## src/rtl/stepclk_gate.sv

```systemverilog
module stepclk_gate #(
  parameter int SYNC_STAGES = 2
) (
  input  logic clk_in,
  input  logic rst_n,
  input  logic go_btn,
  input  logic step_btn,
  input  logic halt_btn,
  input  logic halt_req,
  output logic sys_clk,
  output logic halted
);

  localparam int SHW = SYNC_STAGES + 1;

  logic [SHW-1:0] go_sh, step_sh, halt_sh;
  logic go_rise, step_rise, halt_rise;
  logic tog, samp_pos, samp_neg, pulse, run_en;

  always_ff @(posedge clk_in or negedge rst_n)
    if (!rst_n) begin
      go_sh   <= '0;
      step_sh <= '0;
      halt_sh <= '0;
    end else begin
      go_sh   <= {go_sh[SHW-2:0], go_btn};
      step_sh <= {step_sh[SHW-2:0], step_btn};
      halt_sh <= {halt_sh[SHW-2:0], halt_btn};
    end

  assign go_rise   = go_sh[SHW-2]   & ~go_sh[SHW-1];
  assign step_rise = step_sh[SHW-2] & ~step_sh[SHW-1];
  assign halt_rise = halt_sh[SHW-2] & ~halt_sh[SHW-1];

  always_ff @(posedge clk_in or negedge rst_n)
    if (!rst_n)                     halted <= 1'b1;
    else if (go_rise)               halted <= 1'b0;
    else if (halt_rise || halt_req) halted <= 1'b1;

  always_ff @(posedge clk_in or negedge rst_n)
    if (!rst_n)                           tog <= 1'b0;
    else if (go_rise || (halted && step_rise)) tog <= ~tog;

  always_ff @(posedge clk_in or negedge rst_n)
    if (!rst_n) samp_pos <= 1'b0;
    else        samp_pos <= tog;

  always_ff @(negedge clk_in or negedge rst_n)
    if (!rst_n) samp_neg <= 1'b0;
    else        samp_neg <= samp_pos;

  always_ff @(negedge clk_in or negedge rst_n)
    if (!rst_n) run_en <= 1'b0;
    else        run_en <= ~halted;

  assign pulse   = samp_pos ^ samp_neg;
  assign sys_clk = run_en ? clk_in : pulse;

  p_pulse_low_at_rise_r2: assert property (@(posedge clk_in) disable iff (!rst_n)
    !pulse);

  p_step_still_running_r4: assert property (@(posedge clk_in) disable iff (!rst_n)
    (!halted && !go_rise) |=> $stable(tog));

  p_go_clears_r5: assert property (@(posedge clk_in) disable iff (!rst_n)
    go_rise |=> !halted);

  p_go_steps_r8: assert property (@(posedge clk_in) disable iff (!rst_n)
    go_rise |=> (tog != $past(tog)));

  p_halt_sets_r6: assert property (@(posedge clk_in) disable iff (!rst_n)
    (halt_rise && !go_rise) |=> halted);

  p_req_sets_r7: assert property (@(posedge clk_in) disable iff (!rst_n)
    (halt_req && !go_rise) |=> halted);

endmodule

```

## config.mk

```make
export PLATFORM = sky130hd
export DESIGN_NAME = stepclk_gate
export DESIGN_NICKNAME = d
export VERILOG_FILES = /design/src/rtl/stepclk_gate.sv
export SDC_FILE = /design/constraint.sdc
export NUM_CORES = 1
export LEC_CHECK = 0
export ABC_AREA = 1
export BUFFER_PORTS_ARGS = -buffer_cell sky130_fd_sc_hd__buf_2
export CORE_AREA = 2 2 39 41
export CTS_BUF_LIST = sky130_fd_sc_hd__clkbuf_4 sky130_fd_sc_hd__clkbuf_8 sky130_fd_sc_hd__clkbuf_16
export CTS_CLUSTER_DIAMETER = 60
export DETAILED_ROUTE_END_ITERATION = 12
export DIE_AREA = 0 0 41 43
export PLACE_DENSITY_LB_ADDON = 0.12
export SLEW_MARGIN = 25
export SYNTH_ARGS = -nofsm -noshare
export SYNTH_HDL_FRONTEND = slang
export SYNTH_SLANG_ARGS = --single-unit
export TNS_END_PERCENT = 20
```

## constraint.sdc

```tcl
create_clock -name clk_in -period 1.9 [get_ports clk_in]
set_input_delay 0.19 -clock clk_in [delete_from_list [all_inputs] [get_ports clk_in]]
set_output_delay 0.19 -clock clk_in [all_outputs]
set_load 0.005 [all_outputs]
```

==> impl_metrics.ini <==
[synthesis]
synth.area.top_cells = dfrtp_1, dfrtn_1, nand2_1, dfstp_2, inv_1
synth_seq_cells = 14
yosysWarnings = 0
ys_types = 9
synth_top_area_share_pct = 62.3
synth_seq_area_share_pct = 79.6
syn_area_um2 = 442
synthCells = 35
syn_avg_cell_area_um2 = 12.6
synth_nets = 41
yosysTopAreaCell = dfrtp_1

[place]
dp_cells = 58
gp_congestion = 0.716
hpwl_um = 418
io_buffers = 7
dpl_cell_area_um2 = 497
pre_cts_ws_ns = 0.0189

[floorplan]
core_um2 = 1380
die_h_um = 43
rows = 14
start_util_pct = 31.9
ios = 8
die-area_um2 = 1760
die_w_um = 41

[worst_setup_path]
critical-path-top-delay-family = flip-flops
crit_buf_inv = 2
worstSetupStartpointType = flip-flop
worst_path_largest_cell_delay_ns = 0.41
crit_top_cell = nand2_1
slowest_stage = dfrtn_1
arrival_ns = 2.11
crit_type = flip-flop to primary output
cp.required_ns = 1.71
path_cells = inv_1, nand2_1, nand2_1, o21ai_1, buf_2
end_kind = primary output
critPathMaxFanout = 2

[routing]
routed-wl-met2_um = 305
dr.pass1.iters = 3
drc = 0
wl_met3_um = 65
top_layer_used = met4
dr_total_vias = 288
met1_length_um = 289
wl_per_cell_um = 9.78
drt_iter0_drc = 1
wl_um = 675
ant_nets = 0
vias_per_cell = 4.17

[timing]
fin_setup_tns_ns = -0.402
hold_violations = 0
drv_slew = 0
tightest_slew_ns = 0.301
slew-limit-headroom_pct = 79.9
fin_worst_skew_ns = 0.0141
setup_slack_ns = -0.402
whs_ns = 0.0731
grt_setup_unrepaired = true
finalSetupViolations = 4

[clock_network]
insertion_delay_ns = 0.39
post_cts_resized = 0
path_clk_slew_ns = 0.08
cts_tree = yes

[grt]
grt_pass1_wl_mm = 1.19
grt_use_total_pct = 12.0
antenna_found_initial = 0
grt_pass1_vias = 325
grt_max_degree = 15
grt_overflow = 0

[cells_and_area]
areaGrowthSynthToFinish_pct = 34.8
nets = 60
fillers = 143
fin_util_pct = 43.0
drive_gt1_share_pct = 30.2
fin_area_um2 = 596
fin_cells = 69
diodes = 0

[run_status]
status = complete, but fails checks
violations = setup timing

[job]
drv_cap = 0

[min_path]
hp-class = primary input to flip-flop

[power_and_ir_drop]
vdd_ir_drop_max_uv = 471
power_density_nw_per_um2 = 1190
p_leak_nw = 0.316
total_power_uw = 709
## registers in the layout, summed over array words and instances (netlist names)
| register | flops |
|---|---|
| halt_sh | 3 |
| samp_pos | 1 |
| run_en | 1 |
| samp_neg | 1 |
| tog | 1 |
| halted | 1 |
| go_sh | 3 |
| step_sh | 3 |
## synthesized netlist by cell type
cell type,number
o21ai_1,1
nor2_1,1
dfrtn_1,2
dfstp_2,1
inv_1,7
a21boi_2,1
nand3_1,2
dfrtp_1,11
nand2_1,9
## what timing repair did
| item | CTS | global route |
|---|---|---|
| hold buffers | 4 | 0 |
| setup buffers | 0 | 0 |
| endpoints found under the setup margin | 4 | 4 |
| endpoints found under the hold margin | 15 | 0 |
## final timing paths
| kind | from | endpoint | slack, ns | depth (start not counted) |
|---|---|---|---|---|
| worst max-delay path | samp_neg | sys_clk | -0.40 | 5 |
| worst min-delay path | halt_req | halted | 0.07 | 3 |
| worst max register to register | halted | run_en | 0.23 | 1 |
| worst min register to register | halt_sh[0] | halt_sh[1] | 0.35 | 0 |
| max in group asynchronous | rst_n | samp_neg | 0.59 | 2 |
| min in group asynchronous | rst_n | step_sh[2] | 0.22 | 2 |
## per-layer routing
metal,vias up,GRT usage (%)
met2,11,13.1
met3,5,13.1
met5,-,0
met4,0,14.0
met1,132,10.1
li1,140,-
## where the power goes
group / internal [mW] / switching, mW / total [mW] / leakage, nW
sequential: 0.330 / 0.0168 / 0.347 / 0.164
combinational: 0.0225 / 0.0249 / 0.0474 / 0.110
clock: 0.197 / 0.118 / 0.315 / 0.0419
## cells by family after synthesis
kind of cell / share of synthesized area, %
AOI/OAI and AO/OA: 3.68
buffers and inverters: 5.95
DFF: 79.6
and+or+nand+nor: 10.8
## final cells by class
type,count,area (µm²),share of cell area [%]
Tap cell,16,20.0,3.36
Multi-Input combinational cell,14,63.8,10.7
Sequential cell,14,352,59.0
Inverter,7,26.3,4.41
Clock buffer,8,63.8,10.7
Timing Repair Buffer,10,70.1,11.8
## placed cells by master, fill, tap and decap left out
cell,count
a21boi_2,1
buf_2,7
clkbuf_4,6
clkbuf_8,1
dfrtn_1,2
dfrtp_1,11
dfstp_2,1
dlygate4sd3_1,4
inv_1,7
nand2_1,9
nand3_1,2
nor2_1,1
o21ai_1,1
## worst min-delay path, cell delays in order
cell      delay, ns
buf_2          0.07
nor2_1         0.04
a21boi_2       0.12
No activity file was read; power rests on OpenSTA's default activity.
